`config.mk`:
```
export PLATFORM = sky130hd
export DESIGN_NAME = key_slot_pool
export DESIGN_NICKNAME = d
export VERILOG_FILES = /design/src/rtl/kp_pkg.sv /design/src/rtl/kp_rel_check.sv /design/src/rtl/kp_ring.sv /design/src/rtl/key_slot_pool.sv
export SDC_FILE = /design/constraint.sdc
export NUM_CORES = 1
export LEC_CHECK = 0
export ABC_AREA = 1
export BUFFER_PORTS_ARGS = -buffer_cell sky130_fd_sc_hd__buf_2
export CAP_MARGIN = 20
export CORE_ASPECT_RATIO = 0.5
export CORE_MARGIN = 4
export CORE_UTILIZATION = 59
export CTS_CLUSTER_SIZE = 30
export DETAILED_ROUTE_END_ITERATION = 8
export PLACE_DENSITY = 0.78
export RECOVER_POWER = 100
export SYNTH_ARGS = -nofsm -noshare
export SYNTH_HDL_FRONTEND = slang
export SYNTH_SLANG_ARGS = --single-unit
```
`constraint.sdc`:
```
create_clock -name clk -period 2.7 [get_ports clk]
set_input_delay 0.135 -clock clk [delete_from_list [all_inputs] [get_ports clk]]
set_output_delay 0.135 -clock clk [all_outputs]
set_load 0.005 [all_outputs]
```
`src/rtl/kp_pkg.sv`:
```
package kp_pkg;

    typedef enum logic [1:0] {
        REL_NONE   = 2'd0,
        REL_PUSH   = 2'd1,
        REL_IGNORE = 2'd2,
        REL_DOUBLE = 2'd3
    } rel_kind_e;

    // slot held at ring position idx after reset, skipping the reserved index
    function automatic int unsigned fill_slot(int unsigned idx, int unsigned reserved);
        return (idx < reserved) ? idx : idx + 1;
    endfunction

endpackage

```
`src/rtl/kp_rel_check.sv`:
```
module kp_rel_check
    import kp_pkg::*;
#(
    parameter int unsigned NUM_SLOTS     = 8,
    parameter int unsigned RESERVED_SLOT = 4,
    localparam int unsigned SLOT_W       = $clog2(NUM_SLOTS)
) (
    input  logic                 rel_req,
    input  logic [SLOT_W-1:0]    rel_slot,
    input  logic [NUM_SLOTS-1:0] free_map,
    output rel_kind_e            rel_kind
);
    logic in_range;

    generate
        if ((2 ** SLOT_W) == NUM_SLOTS) begin : g_full
            assign in_range = 1'b1;
        end else begin : g_partial
            assign in_range = (32'(rel_slot) < NUM_SLOTS);
        end
    endgenerate

    always_comb begin
        if (!rel_req) begin
            rel_kind = REL_NONE;
        end else if (!in_range || rel_slot == SLOT_W'(RESERVED_SLOT)) begin
            rel_kind = REL_IGNORE;
        end else if (free_map[rel_slot]) begin
            rel_kind = REL_DOUBLE;
        end else begin
            rel_kind = REL_PUSH;
        end
    end
endmodule

```
`src/rtl/kp_ring.sv`:
```
module kp_ring
    import kp_pkg::*;
#(
    parameter int unsigned NUM_SLOTS     = 8,
    parameter int unsigned RESERVED_SLOT = 4,
    localparam int unsigned SLOT_W       = $clog2(NUM_SLOTS),
    localparam int unsigned DEPTH        = NUM_SLOTS
) (
    input  logic              clk,
    input  logic              rst_n,
    input  logic              wr_en,
    input  logic [SLOT_W-1:0] wr_ptr,
    input  logic [SLOT_W-1:0] wr_data,
    input  logic [SLOT_W-1:0] rd_ptr,
    output logic [SLOT_W-1:0] rd_data
);
    logic [SLOT_W-1:0] mem_d [DEPTH];
    logic [SLOT_W-1:0] mem_q [DEPTH];

    always_comb begin
        for (int i = 0; i < DEPTH; i++) begin
            mem_d[i] = mem_q[i];
        end
        if (wr_en) begin
            mem_d[wr_ptr] = wr_data;
        end
    end

    always_ff @(posedge clk) begin
        if (!rst_n) begin
            for (int i = 0; i < DEPTH; i++) begin
                mem_q[i] <= (i < DEPTH - 1) ? SLOT_W'(fill_slot(i, RESERVED_SLOT)) : '0;
            end
        end else begin
            for (int i = 0; i < DEPTH; i++) begin
                mem_q[i] <= mem_d[i];
            end
        end
    end

    assign rd_data = mem_q[rd_ptr];
endmodule

```
`src/rtl/key_slot_pool.sv`:
```
module key_slot_pool
    import kp_pkg::*;
#(
    parameter int unsigned NUM_SLOTS     = 8,
    parameter int unsigned RESERVED_SLOT = 4,
    localparam int unsigned SLOT_W       = $clog2(NUM_SLOTS),
    localparam int unsigned CNT_W        = $clog2(NUM_SLOTS)
) (
    input  logic              clk,
    input  logic              rst_n,
    input  logic              alloc_req,
    output logic              grant_valid,
    output logic              grant_fail,
    output logic [SLOT_W-1:0] grant_slot,
    input  logic              rel_req,
    input  logic [SLOT_W-1:0] rel_slot,
    output logic [CNT_W-1:0]  free_count,
    output logic              double_free_err
);
    localparam logic [NUM_SLOTS-1:0] MAP_INIT =
        {NUM_SLOTS{1'b1}} & ~(NUM_SLOTS'(1) << RESERVED_SLOT);
    localparam logic [SLOT_W-1:0] LAST_PTR = SLOT_W'(NUM_SLOTS - 1);

    typedef struct packed {
        logic [SLOT_W-1:0]    head;
        logic [SLOT_W-1:0]    tail;
        logic [CNT_W-1:0]     count;
        logic [NUM_SLOTS-1:0] map;
        logic                 grant;
        logic                 fail;
        logic [SLOT_W-1:0]    slot;
        logic                 err;
    } state_t;

    state_t    s_d, s_q;
    rel_kind_e rel_kind;
    logic [SLOT_W-1:0] ring_head_slot;
    logic              push;
    logic              pop;
    logic [CNT_W-1:0]  cnt_after_rel;
    logic [SLOT_W-1:0] pop_slot;

    kp_rel_check #(.NUM_SLOTS(NUM_SLOTS), .RESERVED_SLOT(RESERVED_SLOT)) i_rel_check (
        .rel_req  (rel_req),
        .rel_slot (rel_slot),
        .free_map (s_q.map),
        .rel_kind (rel_kind)
    );

    kp_ring #(.NUM_SLOTS(NUM_SLOTS), .RESERVED_SLOT(RESERVED_SLOT)) i_ring (
        .clk     (clk),
        .rst_n   (rst_n),
        .wr_en   (push),
        .wr_ptr  (s_q.tail),
        .wr_data (rel_slot),
        .rd_ptr  (s_q.head),
        .rd_data (ring_head_slot)
    );

    function automatic logic [SLOT_W-1:0] ptr_inc(logic [SLOT_W-1:0] p);
        return (p == LAST_PTR) ? '0 : p + 1'b1;
    endfunction

    always_comb begin
        push          = (rel_kind == REL_PUSH);
        cnt_after_rel = s_q.count + CNT_W'(push);
        pop           = alloc_req && (cnt_after_rel != '0);
        // empty ring: the only candidate is the slot being returned now
        pop_slot      = (s_q.count == '0) ? rel_slot : ring_head_slot;

        s_d       = s_q;
        s_d.grant = pop;
        s_d.fail  = alloc_req && !pop;
        s_d.count = cnt_after_rel - CNT_W'(pop);
        s_d.err   = s_q.err || (rel_kind == REL_DOUBLE);
        if (push) begin
            s_d.tail          = ptr_inc(s_q.tail);
            s_d.map[rel_slot] = 1'b1;
        end
        if (pop) begin
            s_d.head          = ptr_inc(s_q.head);
            s_d.map[pop_slot] = 1'b0;
            s_d.slot          = pop_slot;
        end
    end

    always_ff @(posedge clk) begin
        if (!rst_n) begin
            s_q.head  <= '0;
            s_q.tail  <= LAST_PTR;
            s_q.count <= CNT_W'(NUM_SLOTS - 1);
            s_q.map   <= MAP_INIT;
            s_q.grant <= 1'b0;
            s_q.fail  <= 1'b0;
            s_q.slot  <= '0;
            s_q.err   <= 1'b0;
        end else begin
            s_q <= s_d;
        end
    end

    assign grant_valid     = s_q.grant;
    assign grant_fail      = s_q.fail;
    assign grant_slot      = s_q.slot;
    assign free_count      = s_q.count;
    assign double_free_err = s_q.err;
endmodule

```
==> summary.md <==
| Metric | Value |
|---|---|
| Number of maximum-capacitance violations | `0` |
| Number of sinks handled by clock tree synthesis | `49` |
| CP startpoint | `s_q[7]` |
| TritonCTS Buffers | `5` |
| Multi-input gate area | `1270 µm²` |
| Final count of negative-setup-slack endpoints | `0` |
| Syn_nets | `361` |
| Crit Path Category | `reg2reg` |
| Final WL | `5600 µm` |
| Number of enable-type register cells in the synthesized netlist | `0` |
| Effective utilization at floorplan | `0.642` |
| Standard-cell row count | `16` |
| Layout cell share with drive strength beyond 1 | `0.144` |
| Total Die Area | `5640 µm²` |
| Core area | `4080 µm²` |
| Share of Yosys cell area claimed by the top area cell type | `0.374` |
| Worst-path clk slew | `90 ps` |
| Height of the die | `55.1 µm` |
| Post-Route Setup TNS | `0 ps` |
| Count of cells resized by post-cts repair | `0` |
| Share of the clock period used by the worst path | `0.926` |
| Drt drc | `0` |
| Number of DRC markers in iteration 0 | `140` |
| Antenna violations before repair | `0` |
| Worst setup EP type | `register` |
| Static power due to leakage | `1.37 nW` |
| Worst reg2reg path startpoint | `s_q[7]` |
| RSZ-0062 raised after global routing | `false` |
| Cell Pwr Density | `568 nW/µm²` |
| Library cell with the largest summed area after synthesis | `sky130_fd_sc_hd__dfxtp_1` |
| Startpoint types | `register` |
| Worst-Margin Slew | `472 ps` |
| Maximum clock insertion buffer count | `2` |
| Flip-flop cell with the highest count after synthesis | `sky130_fd_sc_hd__dfxtp_1` |
| Fin nets | `374` |
| Count of fill cells added during filler insertion | `383` |
| Final period demand of the worst path | `2500 ps` |
| IO Port Bufs | `15` |
| TritonCTS clock tree | `built` |
| Critical Path Slowest Stage Cell | `sky130_fd_sc_hd__dfxtp_1` |
| Number of hold-slack violations in the final timing report | `0` |
| Clock latency of the later-clocked register in the worst-skew pair | `300 ps` |
| Htree depth | `2` |
| Arrival time at the worst endpoint | `2740 ps` |
| Post-synthesis cell type count | `35` |
| Portion of the post-synthesis area used by sequential elements | `0.374` |
| Worst-path maximum fanout | `6` |
| Number of global-route vias before repair | `2109` |
| DP Wirelength | `4230 µm` |
| Via-per-instance ratio | `5.39` |
| Mapped Avg Cell Area | `7.55 µm²` |
| Number of primary I/O pins | `16` |
| Worst path cell trace | `inv_1 > nand2_1 > nand3_4 > nand2_4 > nor2_8 > nand3_1 > inv_1 > ha_1 > xor2_1 > nor2_1 > nand2_4 > nand2_4 > inv_1 > ha_1 > ha_1 > or2_2 > nand3_1` |
| Highest achievable clock rate | `400 MHz` |
| Diode count | `0` |
| Aggregate global routing overflow | `0` |
| Worst relative slew slack | `0.685` |
| Final setup skew | `5.41 ps` |
| Pre-antenna DRT Iters | `5` |
| Run status | `finished clean` |
| Netlist Area Pre-Place | `2620 µm²` |
| Overall via count from detail_route | `2235` |
| Total global routing track utilization | `0.225` |
| Placer's final routability congestion estimate | `0.877` |
| Area added between synthesis and finish | `2.53%` |
| Post-detailed-route count of antenna-violating nets | `0` |
| Hold Buf Count CTS | `0` |
| Share of synthesized registers carrying an async set or reset | `0` |
| Width of the die | `102 µm` |
| Endpoint required time on the critical path | `2940 ps` |
| Cell count after synthesis | `347` |
| Pin count of the biggest net entering global routing | `28` |
| Top cells by area in the synthesized netlist | `sky130_fd_sc_hd__dfxtp_1 37%, sky130_fd_sc_hd__nand2_1 11%, sky130_fd_sc_hd__nand3_1 7.4%` |
| IR drop worst, VDD | `0.000408 V` |
| Library cell used as clock root buffer | `sky130_fd_sc_hd__clkbuf_8` |
| Reg area | `981 µm²` |
| Global-route wire length before repair | `9650 µm` |
| Startpoint of the lowest-slack hold path | `alloc_req` |
| Longest individual stage delay on the worst path | `350 ps` |
| Number of warnings issued by yosys | `0` |
| Max-slew violations | `0` |
| Worst hold path type | `in2reg` |
| Flip-flop and latch count after synthesis | `49` |
| Detailed-route wire length per cell | `13.5 µm` |
| Final core utilization | `0.658` |
| Buffers inserted during post-CTS setup optimization | `0` |
## power by group
| part | internal (W) | total (W) | switching, W |
|---|---|---|---|
| Clock | 0.000179 | 0.000419 | 0.000240 |
| Combinational | 0.000109 | 0.000312 | 0.000203 |
| Sequential | 0.000765 | 0.000796 | 0.0000306 |
| Total | 0.00105 | 0.00153 | 0.000473 |
## registers in the layout, indices dropped and copies added (netlist names), named ones only
| name | flops |
|---|---|
| double_free_err | 1 |
| s_q | 13 |
| grant_valid | 1 |
| free_count | 3 |
| grant_slot | 3 |
| grant_fail | 1 |
| i_ring.mem_q | 24 |
## through the flow
stage	worst slack, ps	cell area, µm²	power [W]	instances	hold WS [ps]
after floorplan	407	2620	0.00106	347	304
after global placement	233	2690	0.00112	407	439
after detailed placement	99.2	2690	0.00114	407	444
after CTS	244	2770	0.00156	415	210
after global routing	31.6	2690	0.00161	415	221
final	201	2690	0.00153	415	205
## synth_stat cells, types with 2 or more instances
cell type and count:
sky130_fd_sc_hd__or2_2 2, sky130_fd_sc_hd__o21bai_1 4, sky130_fd_sc_hd__ha_1 7, sky130_fd_sc_hd__inv_2 3, sky130_fd_sc_hd__nor2_2 6, sky130_fd_sc_hd__nand3b_1 2, sky130_fd_sc_hd__a21oi_1 15, sky130_fd_sc_hd__nand2_4 5
sky130_fd_sc_hd__inv_1 47, sky130_fd_sc_hd__nand2_1 80, sky130_fd_sc_hd__nor2_8 2, sky130_fd_sc_hd__clkbuf_1 3, sky130_fd_sc_hd__nand3_2 7, sky130_fd_sc_hd__nor2_4 2, sky130_fd_sc_hd__o21ai_0 14, sky130_fd_sc_hd__nand2_2 9
sky130_fd_sc_hd__nor2_1 17, sky130_fd_sc_hd__buf_6 2, sky130_fd_sc_hd__buf_4 2, sky130_fd_sc_hd__a21oi_2 5, sky130_fd_sc_hd__nand3_1 39, sky130_fd_sc_hd__o211ai_1 13, sky130_fd_sc_hd__dfxtp_1 49
## per-layer routing
layer,vias up,GRT usage,part of all wire
met5,-,0,0
met4,0,0.0654,0.011
met3,11,0.0526,0.057
met2,69,0.385,0.45
met1,1020,0.289,0.48
li1,1135,-,-
## area by class of cell
class / instances / area share
timing repair buffer: 18 / 0.0345
sequential: 49 / 0.365
inverter: 51 / 0.0712
clock inverter: 3 / 0.00652
tap: 54 / 0.0251
clock buffer: 5 / 0.0256
multi-input combinational: 235 / 0.472
## worst max-delay path, delay by kind of cell (launching register included)
family                     cells  cell delay, ps
adders and majority gates      3             550
xor gates and xnor gates       1             170
DFF                            1             350
and+or+nand+nor               10            1160
buffers and inverters          3             190
## kinds of logic after synthesis
group,count (synthesis),synth area share
and+or+nand+nor,173,0.346
buffers and inverters,63,0.111
AOI/OAI and AO/OA,54,0.132
DFF,49,0.374
adders and majority gates,7,0.0334
xor gates and xnor gates,1,0.00334
## worst paths after layout
check	endpoint	slack, ps	cells after the start
hold reg to reg	i_ring.mem_q[2][0]	460	2
setup / recovery	free_count[2]	200	17
setup reg to reg	free_count[2]	200	17
hold / removal	grant_fail	200	3
## cells in the final DEF (no fill, tap or decap), types with 2 or more instances in the layout
cell type / count
sky130_fd_sc_hd__a21oi_2: 3
sky130_fd_sc_hd__clkinv_2: 2
sky130_fd_sc_hd__nand2_1: 85
sky130_fd_sc_hd__buf_2: 11
sky130_fd_sc_hd__o211ai_1: 13
sky130_fd_sc_hd__inv_2: 3
sky130_fd_sc_hd__clkbuf_8: 5
sky130_fd_sc_hd__nand3_2: 3
sky130_fd_sc_hd__nand3b_1: 2
sky130_fd_sc_hd__nor2_2: 5
sky130_fd_sc_hd__o21bai_1: 4
sky130_fd_sc_hd__o21ai_0: 15
sky130_fd_sc_hd__nand2_2: 5
sky130_fd_sc_hd__nor2_1: 20
sky130_fd_sc_hd__clkbuf_1: 4
sky130_fd_sc_hd__nand2_4: 5
sky130_fd_sc_hd__ha_1: 7
sky130_fd_sc_hd__a21oi_1: 17
sky130_fd_sc_hd__nand3_1: 43
sky130_fd_sc_hd__inv_1: 47
sky130_fd_sc_hd__buf_4: 3
sky130_fd_sc_hd__or2_2: 2
sky130_fd_sc_hd__dfxtp_1: 49
No activity file was read; power rests on OpenSTA's default activity.
